$ cat config.mk
export PLATFORM = sky130hd
export DESIGN_NAME = pix_sig_capture
export DESIGN_NICKNAME = d
export VERILOG_FILES = /design/src/rtl/pix_sig_pkg.sv /design/src/rtl/pix_cond.sv /design/src/rtl/frame_edge.sv /design/src/rtl/misr_core.sv /design/src/rtl/pix_sig_capture.sv
export SDC_FILE = /design/constraint.sdc
export NUM_CORES = 1
export LEC_CHECK = 0
export BUFFER_PORTS_ARGS = -buffer_cell sky130_fd_sc_hd__buf_2
export CORE_ASPECT_RATIO = 0.6
export CORE_UTILIZATION = 36
export DETAILED_ROUTE_END_ITERATION = 10
export PLACE_DENSITY_LB_ADDON = 0.15
export SLEW_MARGIN = 20
export SYNTH_ARGS = -nofsm -noshare
export SYNTH_HDL_FRONTEND = slang
export SYNTH_SLANG_ARGS = --single-unit
$ cat constraint.sdc
create_clock -name clk_i -period 1.6 [get_ports clk_i]
set_input_delay 0.32 -clock clk_i [delete_from_list [all_inputs] [get_ports clk_i]]
set_output_delay 0.32 -clock clk_i [all_outputs]
set_load 0.005 [all_outputs]
$ cat src/rtl/pix_sig_pkg.sv
package pix_sig_pkg;
  localparam int unsigned LANE_W_DEF = 32;
  localparam logic [31:0] TAPS_DEF   = 32'h0040_0007;
endpackage

$ cat src/rtl/pix_cond.sv
module pix_cond #(
  parameter int unsigned LANE_W = 32,
  parameter int unsigned LANES  = 2,
  localparam int unsigned PIX_W = LANE_W * LANES
) (
  input  logic [PIX_W-1:0] pix_i,
  input  logic [PIX_W-1:0] mask_i,
  input  logic             vga_sel_i,
  input  logic             mask_en_i,
  input  logic             wide_i,
  output logic [PIX_W-1:0] pix_o
);
  for (genvar g = 0; g < LANES; g++) begin : g_lane
    logic              lane_on;
    logic [LANE_W-1:0] lane_msk;
    // lane 0 is always used; upper lanes only in wide mode or bypass
    if (g == 0) begin : g_base
      assign lane_on = 1'b1;
    end else begin : g_upper
      assign lane_on = wide_i | vga_sel_i;
    end
    assign lane_msk = (mask_en_i && !vga_sel_i) ? mask_i[g*LANE_W +: LANE_W] : '1;
    assign pix_o[g*LANE_W +: LANE_W] = lane_on ? (pix_i[g*LANE_W +: LANE_W] & lane_msk) : '0;
  end
endmodule

$ cat src/rtl/frame_edge.sv
module frame_edge (
  input  logic clk_i,
  input  logic rst_ni,
  input  logic vblank_i,
  output logic frame_start_o
);
  logic vb_q;

  always_ff @(posedge clk_i or negedge rst_ni) begin
    if (!rst_ni) vb_q <= 1'b0;
    else         vb_q <= vblank_i;
  end

  assign frame_start_o = vb_q & ~vblank_i;
endmodule

$ cat src/rtl/misr_core.sv
module misr_core #(
  parameter int unsigned        W     = 32,
  parameter int unsigned        LANES = 2,
  parameter logic [W-1:0]       TAPS  = 32'h0040_0007,
  localparam int unsigned       IN_W  = W * LANES
) (
  input  logic            clk_i,
  input  logic            rst_ni,
  input  logic            frame_start_i,
  input  logic            en_i,
  input  logic            valid_i,
  input  logic [IN_W-1:0] data_i,
  output logic [W-1:0]    sig_o,
  output logic            run_o
);
  logic [W-1:0] sig_q, base, fold, sig_d;
  logic         run_q, run_d, restart;

  always_comb begin
    fold = '0;
    for (int i = 0; i < LANES; i++) fold ^= data_i[i*W +: W];
  end

  assign run_d   = frame_start_i ? en_i : run_q;
  assign restart = frame_start_i & en_i & ~run_q;
  assign base    = restart ? '0 : sig_q;

  always_comb begin
    sig_d = base;
    if (run_d && valid_i)
      sig_d = {base[W-2:0], 1'b0} ^ (base[W-1] ? TAPS : '0) ^ fold;
  end

  always_ff @(posedge clk_i or negedge rst_ni) begin
    if (!rst_ni) begin
      sig_q <= '0;
      run_q <= 1'b0;
    end else begin
      sig_q <= sig_d;
      run_q <= run_d;
    end
  end

  assign sig_o = sig_q;
  assign run_o = run_q;
endmodule

$ cat src/rtl/pix_sig_capture.sv
module pix_sig_capture
  import pix_sig_pkg::*;
#(
  parameter int unsigned        LANE_W = LANE_W_DEF,
  parameter logic [LANE_W-1:0]  TAPS   = TAPS_DEF,
  localparam int unsigned       LANES  = 2,
  localparam int unsigned       PIX_W  = LANE_W * LANES
) (
  input  logic              clk_i,
  input  logic              rst_ni,
  input  logic [PIX_W-1:0]  pix_i,
  input  logic              pix_valid_i,
  input  logic              vblank_i,
  input  logic              vga_sel_i,
  input  logic              sig_en_i,
  input  logic              mask_en_i,
  input  logic              wide_i,
  input  logic [LANE_W-1:0] mask_hi_i,
  input  logic [LANE_W-1:0] mask_lo_i,
  output logic [PIX_W-1:0]  pix_o,
  output logic [LANE_W-1:0] sig_o,
  output logic              sig_run_o
);
  logic [PIX_W-1:0] pix_c;
  logic             frame_start;

  pix_cond #(.LANE_W(LANE_W), .LANES(LANES)) u_cond (
    .pix_i     (pix_i),
    .mask_i    ({mask_hi_i, mask_lo_i}),
    .vga_sel_i (vga_sel_i),
    .mask_en_i (mask_en_i),
    .wide_i    (wide_i),
    .pix_o     (pix_c)
  );

  frame_edge u_edge (
    .clk_i         (clk_i),
    .rst_ni        (rst_ni),
    .vblank_i      (vblank_i),
    .frame_start_o (frame_start)
  );

  misr_core #(.W(LANE_W), .LANES(LANES), .TAPS(TAPS)) u_misr (
    .clk_i         (clk_i),
    .rst_ni        (rst_ni),
    .frame_start_i (frame_start),
    .en_i          (sig_en_i),
    .valid_i       (pix_valid_i),
    .data_i        (pix_c),
    .sig_o         (sig_o),
    .run_o         (sig_run_o)
  );

  assign pix_o = pix_c;
endmodule

# [After elaboration in Yosys (flattened, before gate mapping)]
# Cells that the tools add are included.
[word_totals] register_bits=34 inputBits=136 word_cells=24
[op_classes] n_mux=7 bitwise=11 n_reduce_logical=3
[ops] cell="$mux 32" n=5
[ops] cell="$xor 32x32->32" n=3
[ops] cell="$and 32x32->32" n=2
[ops] cell="$mux 23" n=1
[ops] cell="$and 1x1->1" n=3
[ops] cell="$logic_and 1x1->1" n=2
[ops] cell="$not 1->1" n=2
[ops] cell="$logic_not 1->1" n=1
[ops] cell="$mux 1" n=1
[ops] cell="$or 1x1->1" n=1

# [Longest topological paths before layout]
# Gate-level depths: netlist of the first run.
[depth] ltp_word=9 depth_mapped=7 ltp_nobuf=5

# [By module]
# From an unflattened synthesis of the first run, not the netlist that was laid out.
[unflattened] hier_cells=291 hier_area_um2=2796.4
[modules_own_cells] mod="misr_core" n_inst=1 cells_each=212 area_each_um2=2053.2 seq_area_each_um2=825.8
[modules_own_cells] mod="pix_cond" n_inst=1 cells_each=77 area_each_um2=704.4 seq_area_each_um2=0.0
[modules_own_cells] mod="frame_edge" n_inst=1 cells_each=2 area_each_um2=38.8 seq_area_each_um2=25.0

# [Worst setup path before layout of the first run]
# Ideal clock, no wire load.
[synth_timing] path_type="register -> register" start="register u_edge.vb_q" end="register u_misr.sig_q[3], in the netlist u_misr.sig_o[3]" t_arrival_ns=1.423 required_time_ns=1.441 path_slack_ns=0.018 path_stages_with_launch=8 path_buffers=2 period_less_slack_ns=1.582 cell_sequence="dfrtp_1 > nand2b_4 > mux2_4 > and2_1 > buf_4 > buf_2 > nand3b_1 > o221ai_1"
[synth_between] word_cells_on_any_way=9
[synth_rtl] item="start: declaration" line_no="frame_edge.sv:7" rtl="logic vb_q;"
[synth_rtl] item="start signal: assignment" line_no="frame_edge.sv:11" rtl="else vb_q <= vblank_i;"
[synth_rtl] item="$and 1x1->1" line_no="frame_edge.sv:14" rtl="assign frame_start_o = vb_q & ~vblank_i;"
[synth_rtl] item="$mux 1" line_no="misr_core.sv:24" rtl="assign run_d = frame_start_i ? en_i : run_q;"
[synth_rtl] item="named net u_misr.run_d" line_no="misr_core.sv:17" rtl="logic run_q, run_d, restart;"
[synth_rtl] item="$logic_and 1x1->1" line_no="misr_core.sv:30" rtl="if (run_d && valid_i)"
[synth_rtl] item="$mux 32" line_no="misr_core.sv:30"
[synth_rtl] item="named net u_misr.sig_d[3]" line_no="misr_core.sv:16" rtl="logic [W-1:0] sig_q, base, fold, sig_d;"
[synth_rtl] item="end signal: assignment" line_no="misr_core.sv:39" rtl="sig_q <= sig_d;"
[synth_rtl] item="end: declaration" line_no="misr_core.sv:16"
# The timed path passes the listed nets, and every way through them passes these cells.

# [Worst setup path in the final report of the first run]
[layout_timing] start="input vga_sel_i" end="output pix_o[52]"
[layout_between] elab_chain_len=5 word_cells_on_any_way=6
[layout_lines] item="start: declaration" line_no="pix_sig_capture.sv:14" rtl="input logic vga_sel_i,"
[layout_lines] item="$logic_not 1->1" line_no="pix_cond.sv:22" rtl="assign lane_msk = (mask_en_i && !vga_sel_i) ? mask_i[g*LANE_W +: LANE_W] : '1;"
[layout_lines] item="$logic_and 1x1->1" line_no="pix_cond.sv:22"
[layout_lines] item="$mux 32" line_no="pix_cond.sv:22"
[layout_lines] item="$and 32x32->32" line_no="pix_cond.sv:23" rtl="assign pix_o[g*LANE_W +: LANE_W] = lane_on ? (pix_i[g*LANE_W +: LANE_W] & lane_msk) : '0;"
[layout_lines] item="$mux 32 (*)" line_no="pix_cond.sv:23"
[layout_lines] item="end: declaration" line_no="pix_sig_capture.sv:20" rtl="output logic [PIX_W-1:0] pix_o,"
# Every way passes the cells marked *; elsewhere a longest branch is shown, timed or not.

==> summary.md, run 1 <==
| Metric | Value |
|---|---|
| Max_slew headroom | `69.6%` |
| Top-level I/O count | `233` |
| Sum of negative setup slack | `-0.00232 ns` |
| Reg2Reg Depth | `6` |
| # DRC | `0` |
| Rows | `24` |
| Synth-to-Final Area Change | `62.1%` |
| DPL Wire Length | `7130 microns` |
| Vias | `3404` |
| Final non-filler cell total | `668` |
| Total grt overflow | `0` |
| #FFs+latches synth | `34` |
| Synth area leaders | `dfrtp_1 30%, o211a_1 11%, xor2_1 9.9%` |
| CORE AREA | `7450 sq um` |
| Syn avg cell area | `8.74 sq um` |
| CTS Sinks | `34` |
| Most frequent cells after synthesis | `34 x dfrtp_1, 34 x nand3_1, 32 x nand2_1, 32 x xor2_1, 31 x o211a_1` |
| Die extent in y | `70.7 microns` |
| WS Path Type | `input port to output pin` |
| DRT Pass-1 Iters | `6` |
| Crit-path max FO | `32` |
| Clock Pin Slew Worst Setup and Hold Paths | `0.05 ns` |
| Ratio of cells with drive above 1 in the final layout | `52.3%` |
| Post-synth EDFFs | `0` |
| Crit path required time | `1.28 ns` |
| Hold Crit Class | `input port to async pin` |
| IR drop worst, VDD | `509 uV` |
| R2r setup slk | `0.04 ns` |
| Post-route setup slack | `-0.00232 ns` |
| Die width | `117 microns` |
| Leakage | `2.57 nW` |
| Pin count of the biggest net entering global routing | `35` |
| Port Buf Inserts | `232` |
| Async S/R FF share, synth | `100%` |
| Crit path DAT | `1.28 ns` |
| Synth warn | `0` |
| Placed cells | `651` |
| Final setup viols | `1` |
| Clk_lat worst skew | `0.27 ns` |
| N_diodes | `0` |
| Longest Clk Path Bufs | `2` |
| Most used cell, CP | `buf_2` |
| Max Cap Viol | `0` |
| Initial antenna violation count | `0` |
| Routed wire length per instance | `15.1 microns` |
| R2r endpoint | `u_misr.sig_o[20]$_DFF_PN0_` |
| Clk Tree Root Cell | `clkbuf_16` |
| Outcome | `complete, but fails checks` |
| Top FF cell, synth | `dfrtp_1` |
| Failing checks | `setup timing` |
| Sequential share of the synthesized area | `30.0%` |
| Skew final | `0.00471 ns` |
| Placer Congestion | `0.723` |
| Nets | `699` |
| Cell count after synthesis | `324` |
| Critical Path Slowest Stage Cell | `o211a_4` |
| Final hold vios | `0` |
| Least-Margin Pin Slew | `0.456 ns` |
| PD cells | `997 nW/um^2` |
| Initial Util | `38.0%` |
| CP max stage delay | `0.25 ns` |
| H-Tree Level Count | `2` |
| Final Cycle Share | `100%` |
| Critical-path cell list | `buf_2, nand2b_4, buf_12, o211a_4, buf_4, buf_2` |
| Achievable Freq | `624 MHz` |
| Final Max Slew Viols | `0` |
| RSZ-0062 raised after global routing | `yes` |
| Syn_nets | `460` |
| Tot GR Track Use | `23.0%` |
| Die footprint | `8240 sq um` |
| Global-route wire length before repair | `14800 microns` |
| CTS tree | `built` |
| Initial drt markers | `117` |
| Synthesized cell area | `2830 sq um` |
| Crit path capture type | `output pin` |
| Drt via density | `5.10` |
| Total wire length | `10100 microns` |
| Top cell type's share of synthesized area | `30.0%` |
| CP startpoint kind | `input port` |
| Post-layout min period | `1.60 ns` |
| Detail Route Antenna Nets | `0` |
| Vias in the first global route | `3094` |
| Num CTS Buffers | `5` |
| FF-to-FF Start | `u_edge.vb_q$_DFF_PN0_` |
| Post-synth top area cell | `dfrtp_1` |
| Unique cell type count in the Yosys netlist | `29` |
## placed cells by master, fill, tap and decap left out, drive strengths merged, types with 3 or more instances in the layout
cell,Yosys,final
buf,23,255
clkbuf,4,10
dfrtp,34,34
inv,28,28
nand2,32,32
nand3,34,34
nand3b,25,25
o211a,32,32
o21a,4,4
o21ai,29,29
o221ai,26,26
or3,3,3
xnor2,4,4
xor2,32,32
## layer usage
metal  vias to the layer above  GRT usage [%]  share of wire, %
met2                       133           42.8                53
met1                      1590           28.1                42
li1                       1679              -                 -
met3                         2           3.86               5.3
met4                         0           3.42              0.27
met5                         -              0                 0
## what timing repair did
item / CTS / global route
setup endpoints to repair: 14 / 39
gates resized for setup: 3 / 21
pin swaps: 0 / 10
hold buffers: 0 / 0
gates cloned: 2 / 6
buffers inserted: 0 / 1
## kinds of logic (layout without fill, tap and decap cells)
logic type / count (synthesis) / count (layout) / share of synthesized area [%]
compound gates: 98 / 98 / 29.3
xor+xnor: 36 / 36 / 11.1
buf+inv: 55 / 294 / 9.50
flops: 34 / 34 / 30.0
mux: 1 / 1 / 0.530
simple gates: 100 / 101 / 19.5
## power by group
group	internal, W	switching, W
Clock	0.000735	0.000339
Combinational	0.00103	0.000988
Sequential	0.00120	0.000294
## flip-flops by register name (all words and copies together) (netlist names)
register and count:
u_misr.sig_o 32, u_misr.run_o 1, u_edge.vb_q 1
## final cells by class
| class | instances | area [sq um] |
|---|---|---|
| inverter | 28 | 105 |
| clock buffer | 7 | 133 |
| tap | 104 | 130 |
| sequential | 34 | 851 |
| timing repair buffer | 258 | 1540 |
| fill | 686 | 2860 |
| clock inverter | 1 | 30.0 |
| multi-input combinational | 236 | 1810 |
## worst max path at each step
stage / from / end / slack (ns)
2_1_floorplan: u_edge.vb_q$_DFF_PN0_ / u_misr.sig_o[3]$_DFF_PN0_ / 0.02
3_3_place_gp: vblank_i / u_misr.sig_o[20]$_DFF_PN0_ / -0.09
3_5_place_dp: vga_sel_i / u_misr.sig_o[2]$_DFF_PN0_ / -0.13
4_1_cts: vga_sel_i / pix_o[52] / -0.01
5_1_grt: vga_sel_i / pix_o[52] / -0.04
6_report: vga_sel_i / pix_o[52] / -0.002
## worst max-delay path: cells and delay by family
kind / cells / cell delay [ns]
buffers and inverters: 4 / 0.53
and+or+nand+nor: 1 / 0.17
AOI/OAI and AO/OA: 1 / 0.25
## metrics by stage
stage | area (sq um) | power [W] | hold WS [ns] | utilization (%) | setup WS, ns
floorplan | 2830 | 0.00243 | 0.0244 | - | 0.0181
global placement | 4180 | 0.00331 | 0.392 | 56.1 | -0.0934
detailed placement | 4180 | 0.00334 | 0.386 | 56.1 | -0.128
CTS | 4400 | 0.00447 | 0.0982 | 59.1 | -0.0114
global route | 4590 | 0.00490 | 0.123 | 61.7 | -0.0401
finish | 4590 | 0.00458 | 0.0823 | 61.7 | -0.00232
(Power assumes the default switching activity.)
==> inputs of run 2 (changes only) <==
--- a/config.mk
+++ b/config.mk
@@ -9,7 +9,9 @@
 export CORE_ASPECT_RATIO = 0.6
 export CORE_UTILIZATION = 36
 export DETAILED_ROUTE_END_ITERATION = 10
+export HOLD_SLACK_MARGIN = 0.03
 export PLACE_DENSITY_LB_ADDON = 0.15
+export RECOVER_POWER = 100
 export SLEW_MARGIN = 20
 export SYNTH_ARGS = -nofsm -noshare
 export SYNTH_HDL_FRONTEND = slang
==> run 2 against run 1 <==
The flow still finishes with violations (setup timing). First-iteration DRC count shrank 9.4%. Sequential power is essentially flat. Global-route usage is the same. Maximum frequency is essentially flat. Setup slack is essentially flat. Design area shrank 0.76%. Critical path depth is the same. Non-clock buffer count is the same. Routed wire length is essentially flat.
==> summary.md, run 2 (synthesis results as in run 1) <==
| Metric | Value |
|---|---|
| Outcome | `complete, but fails checks` |
| Failing checks | `setup timing` |
| Achievable Freq | `624 MHz` |
| Initial drt markers | `106` |
| Top-level I/O count | `233` |
| Commonest cells after routing, fill and taps aside | `210 x buf_2, 34 x dfrtp_1, 32 x nand2_1, 32 x nand3_1, 32 x xor2_1` |
| Placer Congestion | `0.723` |
| # DRC | `0` |
| Crit path DAT | `1.28 ns` |
| Placed cells | `651` |
| Clk_lat worst skew | `0.28 ns` |
| Die footprint | `8240 sq um` |
| Drt via density | `5.09` |
| CP startpoint kind | `input port` |
| Max Cap Viol | `0` |
| Routed wire length per instance | `15.1 microns` |
| Pin count of the biggest net entering global routing | `35` |
| CORE AREA | `7450 sq um` |
| Crit path required time | `1.28 ns` |
| CTS Sinks | `34` |
| Die width | `117 microns` |
| RSZ-0062 raised after global routing | `yes` |
| Clk Tree Root Cell | `clkbuf_16` |
| DRT Pass-1 Iters | `5` |
| Crit path capture type | `output pin` |
| Initial antenna violation count | `0` |
| Clock Pin Slew Worst Setup and Hold Paths | `0.05 ns` |
| Least-Margin Pin Slew | `0.888 ns` |
| Vias in the first global route | `3094` |
| Skew final | `0.00497 ns` |
| Longest Clk Path Bufs | `2` |
| Leakage | `2.49 nW` |
| CTS tree | `built` |
| Global-route wire length before repair | `14800 microns` |
| Post-route setup slack | `-0.00272 ns` |
| Die extent in y | `70.7 microns` |
| Hold Crit Class | `input port to register` |
| Tot GR Track Use | `23.0%` |
| WS Path Type | `input port to output pin` |
| Rows | `24` |
| Synth-to-Final Area Change | `60.9%` |
| PD cells | `994 nW/um^2` |
| Total grt overflow | `0` |
| Final Cycle Share | `100%` |
| Total wire length | `10100 microns` |
| Most common cell after layout, fill and taps aside | `buf_2` |
| Detail Route Antenna Nets | `0` |
| Post-CTS Hold Buffers | `0` |
| Vias | `3403` |
| Final setup viols | `1` |
| H-Tree Level Count | `2` |
| Final Power | `0.00453 W` |
| DPL Wire Length | `7130 microns` |
| Final hold vios | `0` |
| Max_slew headroom | `40.8%` |
| Pre-CTS WS | `-0.128 ns` |
| Sequential Area | `851 sq um` |
| Multi-input logic area | `1810 sq um` |
| Ratio of cells with drive above 1 in the final layout | `48.0%` |
| Final non-filler cell total | `668` |
| Final Max Slew Viols | `0` |
| Initial Util | `38.0%` |
| Num CTS Buffers | `5` |
| Nets | `699` |
| IR drop worst, VDD | `511 uV` |
| Filler Cell Count | `695` |
| Largest register FFs | `32` |
| Post-layout min period | `1.60 ns` |
| Crit-path max FO | `32` |
| Port Buf Inserts | `232` |
| N_diodes | `0` |
## run 2: cell count changes in the layout (fill, tap and decap cells not counted), sizes merged
cell	change
buf	-24
clkbuf	+24
## run 2: path summary, 6_finish.rpt
path / startpoint / cells after the start / slack, ns / endpoint
min reg2reg: u_misr.sig_o[30]$_DFF_PN0_ / 2 / 0.56 / u_misr.sig_o[30]$_DFF_PN0_
max in group asynchronous: rst_ni / 2 / 0.79 / u_misr.sig_o[10]$_DFF_PN0_
min: vblank_i / 1 / 0.17 / u_edge.vb_q$_DFF_PN0_
max reg2reg: u_edge.vb_q$_DFF_PN0_ / 6 / 0.04 / u_misr.sig_o[20]$_DFF_PN0_
max: vga_sel_i / 6 / -0.003 / pix_o[52]
min in group asynchronous: rst_ni / 2 / 0.25 / u_edge.vb_q$_DFF_PN0_
## run 2: per-stage QoR
stage	area, sq um	hold WS (ns)	utilization [%]	setup TNS [ns]
global placement	4180	0.392	56.1	-1.93
CTS	4400	0.0982	59.1	-0.0694
global route	4560	0.162	61.2	-0.136
finish	4560	0.167	61.2	-0.00272
floorplan	2830	0.0244	-	0
detailed placement	4180	0.386	56.1	-2.83
## run 2: final cells by class
class	instances	area share (%)
Clock buffer	7	2.91
Multi-Input combinational cell	236	39.6
Tap cell	104	2.86
Timing Repair Buffer	258	32.9
Inverter	28	2.31
Sequential cell	34	18.7
Clock inverter	1	0.659
## run 2: report_power, final
group | leakage, nW | internal [W] | switching (W) | total [W]
clock network | 0.0781 | 0.000736 | 0.000344 | 0.00108
logic | 1.98 | 0.000963 | 0.000993 | 0.00196
registers | 0.429 | 0.00120 | 0.000301 | 0.00150
## run 2: layer usage
| layer | vias to the layer above | GRT usage (%) | wire length [microns] |
|---|---|---|---|
| li1 | 1678 | - | - |
| met1 | 1599 | 28.1 | 4260 |
| met2 | 122 | 42.8 | 5330 |
| met3 | 4 | 3.86 | 463 |
| met4 | 0 | 3.42 | 41 |
| met5 | - | 0 | 0 |
## run 2: what timing repair did
item / CTS / global route
cloned: 2 / 6
buffers inserted: 0 / 1
endpoints found under the setup margin: 14 / 39
pin swaps: 0 / 10
resized for setup: 3 / 21
## run 2: critical path, stage by stage
cell	delay, ns
buf_2	0.11
nand2b_4	0.17
buf_12	0.18
o211a_4	0.25
buf_4	0.12
buf_2	0.12
